==> config.mk <==
export PLATFORM = sky130hd
export DESIGN_NAME = dual_issue_sched
export DESIGN_NICKNAME = d
export VERILOG_FILES = /design/src/rtl/sched_pkg.sv /design/src/rtl/sched_scoreboard.sv /design/src/rtl/sched_units.sv /design/src/rtl/sched_rob.sv /design/src/rtl/dual_issue_sched.sv
export SDC_FILE = /design/constraint.sdc
export NUM_CORES = 1
export LEC_CHECK = 0
export ABC_CLOCK_PERIOD_IN_PS = 7350
export BUFFER_PORTS_ARGS = -buffer_cell sky130_fd_sc_hd__buf_2
export CAP_MARGIN = 5
export CORE_ASPECT_RATIO = 1.25
export CORE_MARGIN = 3
export CORE_UTILIZATION = 60
export DETAILED_ROUTE_END_ITERATION = 10
export HOLD_SLACK_MARGIN = 0.05
export PLACE_DENSITY = 0.8
export SLEW_MARGIN = 20
export SYNTH_ARGS = -nofsm -noshare
export SYNTH_HDL_FRONTEND = slang
export SYNTH_SLANG_ARGS = --single-unit
==> constraint.sdc <==
create_clock -name clk -period 7.35 [get_ports clk]
set_input_delay 0 -clock clk [delete_from_list [all_inputs] [get_ports clk]]
set_output_delay 0 -clock clk [all_outputs]
set_load 0.02 [all_outputs]
==> src/rtl/sched_pkg.sv <==
package sched_pkg;
    localparam int REG_W = 5;
    localparam int NREG = 1 << REG_W;
    localparam int NUNIT = 3;
    localparam int FADD_IDX = 2;

    typedef enum logic [1:0] {
        U_IADD = 2'd0,
        U_IMUL = 2'd1,
        U_FADD = 2'd2
    } unit_e;

    typedef struct packed {
        unit_e            unit;
        logic [REG_W-1:0] dst;
        logic [REG_W-1:0] srca;
        logic [REG_W-1:0] srcb;
    } instr_t;

    function automatic unit_e norm_unit(input logic [1:0] code);
        case (code)
            2'd1:    return U_IMUL;
            2'd2:    return U_FADD;
            default: return U_IADD;
        endcase
    endfunction

    function automatic logic reads_reg(input instr_t ins, input logic [REG_W-1:0] r);
        return (ins.srca == r) || (ins.srcb == r);
    endfunction
endpackage

==> src/rtl/sched_scoreboard.sv <==
module sched_scoreboard import sched_pkg::*; #(
    parameter int TAG_W = 4
) (
    input  logic                       clk,
    input  logic                       rst,
    input  logic [1:0]                 set_v,
    input  logic [1:0][REG_W-1:0]      set_reg,
    input  logic [1:0][TAG_W-1:0]      set_tag,
    input  logic [1:0]                 clr_v,
    input  logic [1:0][REG_W-1:0]      clr_reg,
    input  logic [1:0][TAG_W-1:0]      clr_tag,
    input  logic [3:0][REG_W-1:0]      q_reg,
    output logic [3:0]                 q_busy
);
    logic [NREG-1:0]  pend;
    logic [TAG_W-1:0] owner [NREG];

    function automatic logic released(input logic [REG_W-1:0] r,
                                      input logic [1:0] cv,
                                      input logic [1:0][REG_W-1:0] cr,
                                      input logic [1:0][TAG_W-1:0] ct,
                                      input logic [TAG_W-1:0] own);
        return (cv[0] && cr[0] == r && ct[0] == own) ||
               (cv[1] && cr[1] == r && ct[1] == own);
    endfunction

    always_comb begin
        for (int q = 0; q < 4; q++) begin
            q_busy[q] = pend[q_reg[q]] &&
                        !released(q_reg[q], clr_v, clr_reg, clr_tag, owner[q_reg[q]]);
        end
    end

    always_ff @(posedge clk) begin
        if (rst) begin
            pend <= '0;
            for (int r = 0; r < NREG; r++) owner[r] <= '0;
        end else begin
            for (int r = 0; r < NREG; r++) begin
                if (released(REG_W'(r), clr_v, clr_reg, clr_tag, owner[r])) pend[r] <= 1'b0;
                for (int k = 0; k < 2; k++) begin
                    if (set_v[k] && set_reg[k] == REG_W'(r)) begin
                        pend[r]  <= 1'b1;
                        owner[r] <= set_tag[k];
                    end
                end
            end
        end
    end
endmodule

==> src/rtl/sched_units.sv <==
module sched_units import sched_pkg::*; #(
    parameter int TAG_W = 4
) (
    input  logic                        clk,
    input  logic                        rst,
    input  logic [NUNIT-1:0]            go,
    input  logic [NUNIT-1:0][TAG_W-1:0] go_tag,
    output logic [NUNIT-1:0]            ex_valid,
    output logic [NUNIT-1:0][TAG_W-1:0] ex_tag,
    output logic [NUNIT-1:0]            fin_valid,
    output logic                        fp_free
);
    localparam int NINT = NUNIT - 1;

    for (genvar u = 0; u < NINT; u++) begin : g_int
        logic             v_q;
        logic [TAG_W-1:0] t_q;
        always_ff @(posedge clk) begin
            if (rst) begin
                v_q <= 1'b0;
                t_q <= '0;
            end else begin
                v_q <= go[u];
                if (go[u]) t_q <= go_tag[u];
            end
        end
        assign ex_valid[u]  = v_q;
        assign ex_tag[u]    = t_q;
        assign fin_valid[u] = v_q;
    end

    logic [1:0]       fp_left;
    logic [TAG_W-1:0] fp_tag;

    always_ff @(posedge clk) begin
        if (rst) begin
            fp_left <= 2'd0;
            fp_tag  <= '0;
        end else if (go[FADD_IDX]) begin
            fp_left <= 2'd2;
            fp_tag  <= go_tag[FADD_IDX];
        end else if (fp_left != 2'd0) begin
            fp_left <= fp_left - 2'd1;
        end
    end

    assign ex_valid[FADD_IDX]  = (fp_left != 2'd0);
    assign ex_tag[FADD_IDX]    = fp_tag;
    assign fin_valid[FADD_IDX] = (fp_left == 2'd1);
    assign fp_free             = (fp_left <= 2'd1);
endmodule

==> src/rtl/sched_rob.sv <==
module sched_rob import sched_pkg::*; #(
    parameter int TAG_W = 4,
    parameter int IDX_W = 3
) (
    input  logic                        clk,
    input  logic                        rst,
    input  logic [1:0]                  alloc_v,
    input  logic [1:0][TAG_W-1:0]       alloc_tag,
    input  logic [1:0][REG_W-1:0]       alloc_dst,
    input  logic [NUNIT-1:0]            fin_v,
    input  logic [NUNIT-1:0][TAG_W-1:0] fin_tag,
    output logic [1:0]                  ret_v,
    output logic [1:0][TAG_W-1:0]       ret_tag,
    output logic [1:0][REG_W-1:0]       ret_dst,
    output logic [IDX_W:0]              occ
);
    localparam int DEPTH = 1 << IDX_W;
    localparam logic [TAG_W-1:0] TAG_ONE = TAG_W'(1);
    localparam logic [IDX_W:0]   OCC_ONE = (IDX_W+1)'(1);

    logic [DEPTH-1:0] done;
    logic [REG_W-1:0] dst_q [DEPTH];
    logic [TAG_W-1:0] head;
    logic [TAG_W-1:0] head_n;
    logic [IDX_W:0]   nalloc, nret;

    assign head_n     = head + TAG_ONE;
    assign ret_v[0]   = (occ != '0) && done[head[IDX_W-1:0]];
    assign ret_v[1]   = ret_v[0] && (occ > OCC_ONE) && done[head_n[IDX_W-1:0]];
    assign ret_tag[0] = head;
    assign ret_tag[1] = head_n;
    assign ret_dst[0] = dst_q[head[IDX_W-1:0]];
    assign ret_dst[1] = dst_q[head_n[IDX_W-1:0]];
    assign nalloc     = (IDX_W+1)'(alloc_v[0]) + (IDX_W+1)'(alloc_v[1]);
    assign nret       = (IDX_W+1)'(ret_v[0]) + (IDX_W+1)'(ret_v[1]);

    always_ff @(posedge clk) begin
        if (rst) begin
            done <= '0;
            head <= '0;
            occ  <= '0;
        end else begin
            for (int k = 0; k < NUNIT; k++)
                if (fin_v[k]) done[fin_tag[k][IDX_W-1:0]] <= 1'b1;
            for (int k = 0; k < 2; k++)
                if (alloc_v[k]) done[alloc_tag[k][IDX_W-1:0]] <= 1'b0;
            head <= head + TAG_W'(nret);
            occ  <= occ + nalloc - nret;
        end
    end

    always_ff @(posedge clk) begin
        for (int k = 0; k < 2; k++)
            if (alloc_v[k]) dst_q[alloc_tag[k][IDX_W-1:0]] <= alloc_dst[k];
    end
endmodule

==> src/rtl/dual_issue_sched.sv <==
module dual_issue_sched import sched_pkg::*; #(
    parameter int TAG_W     = 4,
    parameter int ROB_IDX_W = 3
) (
    input  logic                        clk,
    input  logic                        rst,
    input  logic [1:0]                  fetch_valid,
    input  logic [1:0][1:0]             fetch_unit,
    input  logic [1:0][REG_W-1:0]       fetch_dst,
    input  logic [1:0][REG_W-1:0]       fetch_srca,
    input  logic [1:0][REG_W-1:0]       fetch_srcb,
    output logic                        fetch_ready,
    output logic [1:0]                  issue_valid,
    output logic [1:0][TAG_W-1:0]       issue_tag,
    output logic [NUNIT-1:0]            ex_valid,
    output logic [NUNIT-1:0][TAG_W-1:0] ex_tag,
    output logic [1:0]                  retire_valid,
    output logic [1:0][TAG_W-1:0]       retire_tag
);
    localparam logic [TAG_W-1:0]     TAG_ONE  = TAG_W'(1);
    localparam logic [ROB_IDX_W:0]   OCC_ONE  = (ROB_IDX_W+1)'(1);
    localparam logic [ROB_IDX_W:0]   ROB_FULL = (ROB_IDX_W+1)'(1 << ROB_IDX_W);

    instr_t            win [2];
    logic [1:0]        wv;
    logic [TAG_W-1:0]  wtag, wtag1, next_tag;
    logic              iss0, iss1, free0, free1, fp_free, take;
    logic [3:0]        busy;
    logic [ROB_IDX_W:0] occ;
    logic [1:0][REG_W-1:0] ret_dst;
    logic [NUNIT-1:0]  go, fin_v;
    logic [NUNIT-1:0][TAG_W-1:0] go_tag;

    assign wtag1 = wtag + TAG_ONE;
    assign free0 = (win[0].unit != U_FADD) || fp_free;
    assign free1 = (win[1].unit != U_FADD) || fp_free;
    assign iss0  = wv[0] && free0 && !busy[0] && !busy[1] && (occ != ROB_FULL);
    assign iss1  = iss0 && wv[1] && free1 && (win[1].unit != win[0].unit) &&
                   !busy[2] && !busy[3] && !reads_reg(win[1], win[0].dst) &&
                   ((occ + OCC_ONE) < ROB_FULL);
    assign fetch_ready = (!wv[0] || iss0) && (!wv[1] || iss1);
    assign take        = fetch_ready && fetch_valid[0];

    assign issue_valid  = {iss1, iss0};
    assign issue_tag[0] = wtag;
    assign issue_tag[1] = wtag1;

    always_ff @(posedge clk) begin
        if (rst) begin
            wv       <= 2'b00;
            wtag     <= '0;
            next_tag <= '0;
        end else if (take) begin
            for (int k = 0; k < 2; k++)
                win[k] <= '{unit: norm_unit(fetch_unit[k]), dst: fetch_dst[k],
                            srca: fetch_srca[k], srcb: fetch_srcb[k]};
            wv       <= {fetch_valid[1], 1'b1};
            wtag     <= next_tag;
            next_tag <= next_tag + (fetch_valid[1] ? TAG_W'(2) : TAG_ONE);
        end else if (fetch_ready) begin
            wv <= 2'b00;
        end else if (iss0) begin
            win[0] <= win[1];
            wv     <= 2'b01;
            wtag   <= wtag1;
        end
    end

    for (genvar u = 0; u < NUNIT; u++) begin : g_route
        logic sel0, sel1;
        assign sel0      = iss0 && (win[0].unit == unit_e'(u));
        assign sel1      = iss1 && (win[1].unit == unit_e'(u));
        assign go[u]     = sel0 || sel1;
        assign go_tag[u] = sel0 ? wtag : wtag1;
    end

    sched_scoreboard #(.TAG_W(TAG_W)) u_sb (
        .clk(clk), .rst(rst),
        .set_v({iss1, iss0}), .set_reg({win[1].dst, win[0].dst}), .set_tag({wtag1, wtag}),
        .clr_v(retire_valid), .clr_reg(ret_dst), .clr_tag(retire_tag),
        .q_reg({win[1].srcb, win[1].srca, win[0].srcb, win[0].srca}),
        .q_busy(busy)
    );

    sched_units #(.TAG_W(TAG_W)) u_units (
        .clk(clk), .rst(rst), .go(go), .go_tag(go_tag),
        .ex_valid(ex_valid), .ex_tag(ex_tag), .fin_valid(fin_v), .fp_free(fp_free)
    );

    sched_rob #(.TAG_W(TAG_W), .IDX_W(ROB_IDX_W)) u_rob (
        .clk(clk), .rst(rst),
        .alloc_v({iss1, iss0}), .alloc_tag({wtag1, wtag}), .alloc_dst({win[1].dst, win[0].dst}),
        .fin_v(fin_v), .fin_tag(ex_tag),
        .ret_v(retire_valid), .ret_tag(retire_tag), .ret_dst(ret_dst), .occ(occ)
    );
endmodule

==> results of run 1 <==
[metrics by stage]
step	cell area, um^2	cells	utilization	hold slack (ns)
detailed placement	25000	2890	0.619	0.178
global placement	25000	2890	0.619	0.177
floorplan	24700	2499	-	0.0989
global route	26400	2986	0.654	0.133
CTS	26300	2986	0.653	0.119
finish	26400	2986	0.654	0.124
[critical path, delay by kind of cell (launching register included)]
family                     cells  cell delay [ns]
AOI/OAI and AO/OA              5             1.46
xor gates and xnor gates       2             0.27
adders and majority gates      3             1.04
buffers and inverters          3             0.79
DFF                            1             0.94
and+or+nand+nor                6             1.77
[per-layer routing]
metal | routed length [um] | share of wire | track usage | vias to the layer above
met4 | 7580 | 0.075 | 0.259 | 0
met1 | 34800 | 0.35 | 0.575 | 10950
met3 | 14800 | 0.15 | 0.118 | 458
li1 | - | - | - | 9304
met5 | 0 | 0 | 0 | -
met2 | 43500 | 0.43 | 0.687 | 2066
[cells in the final DEF, fill, tap and decap left out, types with 23 or more instances in the layout]
| cell | netlist | final |
|---|---|---|
| a21oi_1 | 105 | 104 |
| a22oi_1 | 84 | 84 |
| a31oi_1 | 33 | 33 |
| buf_2 | 59 | 72 |
| buf_4 | 17 | 48 |
| clkbuf_16 | 0 | 32 |
| dfxtp_1 | 74 | 68 |
| dlygate4sd3_1 | 0 | 40 |
| edfxtp_1 | 202 | 202 |
| inv_1 | 31 | 31 |
| mux2_2 | 63 | 63 |
| mux2i_1 | 298 | 298 |
| mux4_2 | 79 | 79 |
| nand2_1 | 122 | 122 |
| nand2b_1 | 31 | 31 |
| nand3_1 | 116 | 116 |
| nand4_1 | 49 | 49 |
| nor2_1 | 88 | 87 |
| nor2b_1 | 46 | 46 |
| nor3_1 | 23 | 23 |
| nor4_1 | 65 | 63 |
| o2111ai_1 | 34 | 34 |
| o311ai_0 | 34 | 34 |
| or3_1 | 29 | 29 |
| xnor2_1 | 271 | 270 |
| xor2_1 | 66 | 66 |
[cell families after synthesis]
family / Yosys count / synth area share
flip-flops: 276 / 0.306
multiplexers: 447 / 0.225
AO/OA/AOI/OAI: 440 / 0.128
XOR/XNOR: 338 / 0.120
buffers and inverters: 314 / 0.0560
adder cells (fa/ha/maj): 18 / 0.0103
AND/OR/NAND/NOR: 666 / 0.155
[where the power goes]
part           internal (mW)  switching [mW]  leakage [nW]  total (mW)
Combinational          0.426           0.717          5.86        1.14
Sequential              1.75           0.195          2.60        1.95
Clock                  0.849           0.695         0.473        1.54
[flip-flops by register name, summed over array words and instances (netlist names)]
name	flops
u_units.g_int.v_q	2
u_rob.done	8
u_sb.owner	128
u_units.fp_tag	4
wtag	4
u_rob.head	4
wv	2
u_sb.pend	32
u_rob.dst_q	40
u_rob.occ	4
next_tag	4
u_units.g_int.t_q	8
u_units.fp_left	2
win	34
[worst paths after layout]
path                            slack [ns]               start                  to  depth (start not counted)
worst max-delay path                  0.88           win[1][5]        u_rob.occ[3]                         19
worst min-delay path                  0.12       fetch_srca[5]           win[1][5]                          2
worst max register to register        0.88           win[1][5]        u_rob.occ[3]                         19
worst min register to register        0.50  u_units.fp_left[0]  u_units.fp_left[0]                          1
[area by class of cell]
type | instances | area [um^2]
Multi-Input combinational cell | 1909 | 15800
Fill cell | 3179 | 14000
Sequential cell | 276 | 7560
Timing Repair Buffer | 162 | 1160
Clock buffer | 40 | 841
Tap cell | 546 | 683
Clock inverter | 16 | 145
Inverter | 37 | 139
==> flow_metrics.tcl, run 1 <==
set metrics [dict create \
    status "finished, final reports clean" \
    antenna_cells 0 \
    post-route-period-util 0.880 \
    critPathMaxFanout 17 \
    drcViolationCount 0 \
    rsz0062_at_grt "no" \
    cts_made_buffers 30 \
    via_per_inst 7.63 \
    syn_area_um2 24700 \
    cpMaxStageDelayCell "edfxtp_1" \
    syn_nets 2555 \
    yosys_warnings 0 \
    start_kind "flip-flop" \
    clkSinkCount 276 \
    hold_viol 0 \
    synthCells 2499 \
    setup_viol 0 \
    root_buffer "clkbuf_16" \
    pin_count 74 \
    chipWidth_um 187 \
    overflow 0 \
    crit_type "reg -> reg" \
    die-area_um2 43600 \
    dp_slack_ns 1.02 \
    dr.pass1.iters 6 \
    synth-edff-count 202 \
    grt_first_pass_wirelength_um 146000 \
    total_power_mw 4.63 \
    clock_latency_ns 0.61 \
    netlist.area_leader.share 0.246 \
    start_util 0.612 \
    synth_commonest_cells "mux2i_1, xnor2_1, edfxtp_1" \
    place_congestion 1.18 \
    antenna_left 0 \
    path_clk_slew_ns 0.06 \
    ys_seq_area_frac 0.306 \
    p_leak_nw 8.93 \
    drtIter0Drc 4099 \
    synth_area_leader_cell "edfxtp_1" \
    die_height_um 233 \
    grt_pass1_vias 21828 \
    power_density_nw_per_um2 176 \
    ctsHoldBuffers 40 \
    slew_headroom 0.199 \
    synth.area.top_cells "edfxtp_1, mux2i_1, xnor2_1, mux4_2, dfxtp_1" \
    period_minus_slack_ns 6.47 \
    yosysMostFrequentCell "mux2i_1" \
    drv_cap 0 \
    cts-resized-gates 0 \
    async_flop_share 0 \
    routedWlPerCell_um 33.7 \
    syn_to_final_growth_pct 6.75 \
    hold_path_class "in -> reg" \
    fin_skew_ns 0.0447 \
    tightest_slew_ns 1.19 \
    htreeDepth 1 \
    portBuffers 73 \
    yosys_register_bits 276 \
    syn_area_per_cell_um2 9.88 \
    cp.required_ns 7.81 \
    finalWorstSetupSlack_ns 0.884 \
    coreArea_um2 40300 \
    antenna_found_initial 2 \
    finalSetupTns_ns 0 \
    nets 2472 \
    grt_max_degree 89 \
    post_cts.repair.setup_buffers 0 \
    slew_violations 0 \
    max-vdd-ir-drop_mv 0.242 \
    arrival_ns 6.93 \
    ys.flop_type "edfxtp_1" \
    ys_types 85 \
    fmax_ghz 0.155 \
    max_stage_delay_ns 0.94 \
    wirelength_um 101000 \
    cts_max_path_buffers 3 \
    grt_use_total 0.448 \
    num_vias 22778 \
    end_kind "flip-flop" \
    tritoncts "yes" \
    crit_chain "buf_4, nor2b_1, a22oi_1, a21oi_1, nor4_1, buf_4, xnor2_1, nand3_1, nor4b_1, o22a_2, nand2_4, inv_1, ha_1, fa_1, ha_1, a21o_1, a21oi_1, xnor2_1, nor2_1" \
    drive_gt1_frac 0.158 \
    post-dp-hpwl_um 72700 \
    rows 82 \
]
Note: power is estimated with default switching activity, not from simulation.
==> run 2, diff against run 1 <==
--- a/config.mk
+++ b/config.mk
@@ -13,7 +13,7 @@
 export CORE_UTILIZATION = 60
 export DETAILED_ROUTE_END_ITERATION = 10
 export HOLD_SLACK_MARGIN = 0.05
-export PLACE_DENSITY = 0.8
+export PLACE_DENSITY = 0.77
 export SLEW_MARGIN = 20
 export SYNTH_ARGS = -nofsm -noshare
 export SYNTH_HDL_FRONTEND = slang
==> run 2 against run 1 <==
Effect of this change:
- global-route usage down 0.24 points
- setup slack gained 0.051 ns
- non-clock buffer count up 8
- clock-buffer cell count decreased by 7
- final cell count increased by 0.37%
- wire length is 0.24% lower
- highest routed layer is now met5
- register-to-register slack improved by 0.05 ns
- first-iteration DRC count fell by 6.3%
- die area did not move
==> flow_metrics.tcl, run 2 (synthesized netlist as in run 1, its figures left out) <==
set metrics [dict create \
    via_per_inst 7.67 \
    path_clk_slew_ns 0.08 \
    critPathMaxFanout 21 \
    fillers 3210 \
    end_kind "flip-flop" \
    total_power_mw 4.76 \
    htreeDepth 1 \
    slew_violations 0 \
    final_cell_mix "mux2i_1, xnor2_1, edfxtp_1, nand2_1, nand3_1" \
    power_density_nw_per_um2 180 \
    nets 2481 \
    cts_made_buffers 31 \
    chipWidth_um 187 \
    clkSinkCount 276 \
    tritoncts "yes" \
    cp.required_ns 7.80 \
    rows 82 \
    root_buffer "clkbuf_16" \
    start_util 0.612 \
    place_congestion 1.12 \
    num_vias 22992 \
    largest_register "u_sb.owner" \
    grt_use_total 0.446 \
    dp_slack_ns 1.25 \
    hold_viol 0 \
    die_height_um 233 \
    period_minus_slack_ns 6.41 \
    p_leak_nw 9.01 \
    arrival_ns 6.87 \
    start_kind "flip-flop" \
    dr.pass1.iters 8 \
    crit_type "reg -> reg" \
    drive_gt1_frac 0.162 \
    finalWorstSetupSlack_ns 0.936 \
    multiInputGateArea_um2 15900 \
    pin_count 74 \
    antenna_left 0 \
    drcViolationCount 0 \
    hold_path_class "in -> reg" \
    die-area_um2 43600 \
    largest_register_ffs 128 \
    layout_commonest_cell "mux2i_1" \
    coreArea_um2 40300 \
    finalSetupTns_ns 0 \
    drv_cap 0 \
    grt_first_pass_wirelength_um 146000 \
    status "finished, final reports clean" \
    place_inst 2897 \
    fmax_ghz 0.156 \
    setup_viol 0 \
    fin_skew_ns 0.0325 \
    wirelength_um 100000 \
    portBuffers 73 \
    post-route-period-util 0.873 \
    grt_max_degree 93 \
    cts_max_path_buffers 3 \
    tightest_slew_ns 1.19 \
    overflow 0 \
    max-vdd-ir-drop_mv 0.182 \
    grt_pass1_vias 21990 \
    syn_to_final_growth_pct 7.32 \
    routedWlPerCell_um 33.5 \
    post-dp-hpwl_um 72300 \
    drtIter0Drc 3842 \
    cts-resized-gates 0 \
    final_cell_count_no_fill 2997 \
    regArea_um2 7560 \
    slew_headroom 0.202 \
    rsz0062_at_grt "no" \
    clock_latency_ns 0.60 \
    antenna_found_initial 3 \
]
## run 2: area by class of cell
type / instances / area share
well taps: 546 / 0.0258
multi-input cells: 1909 / 0.598
diodes: 1 / 0.0000944
clock inverters: 25 / 0.00992
clock buffers: 33 / 0.0296
inverters: 37 / 0.00524
repair buffers: 170 / 0.0460
flip-flops and latches: 276 / 0.285
## run 2: worst paths after layout
check / endpoint / cells past startpoint / slack (ns) / from
worst min-delay path: win[1][7] / 2 / 0.13 / fetch_srca[7]
worst min register to register: next_tag[0] / 2 / 0.52 / next_tag[0]
worst max register to register: u_rob.occ[3] / 20 / 0.94 / win[0][2]
worst max-delay path: u_rob.occ[3] / 20 / 0.94 / win[0][2]
## run 2: timing repair
| action | in CTS | in global routing |
|---|---|---|
| endpoints found under the hold margin | 46 | 0 |
| hold buffers | 39 | 0 |
| buffers inserted | 0 | 0 |
## run 2: power breakdown
part	switching (mW)	internal [mW]	total, mW
clock network	0.699	0.948	1.65
registers	0.197	1.75	1.95
logic	0.727	0.433	1.16
## run 2: per-stage QoR
stage / utilization / hold WS (ns) / instance area (um^2)
floorplan: - / 0.0989 / 24700
global placement: 0.620 / 0.177 / 25000
detailed placement: 0.620 / 0.178 / 25000
CTS: 0.656 / 0.122 / 26500
global route: 0.657 / 0.144 / 26500
finish: 0.657 / 0.130 / 26500
## run 2: metal layers
layer  track usage  wire length (um)
met1         0.556             33700
met2         0.670             42400
met3         0.139             15600
met4         0.289              8680
met5       0.00792                 9
## run 2: critical path, stage by stage, from the launching register on
cell and delay, ns:
edfxtp_1 0.85, nor2b_1 0.83, a22oi_1 0.21, a211oi_1 0.58, nor4_2 0.07, clkbuf_4 0.20
xnor2_1 0.14, nand4_1 0.11, o41ai_1 0.64, o22ai_4 0.11, buf_4 0.24, inv_2 0.39
nand2_4 0.23, inv_1 0.15, ha_1 0.19, fa_1 0.46, ha_1 0.29, a21o_1 0.17
a21oi_1 0.18, xnor2_1 0.16, nor2_1 0.05
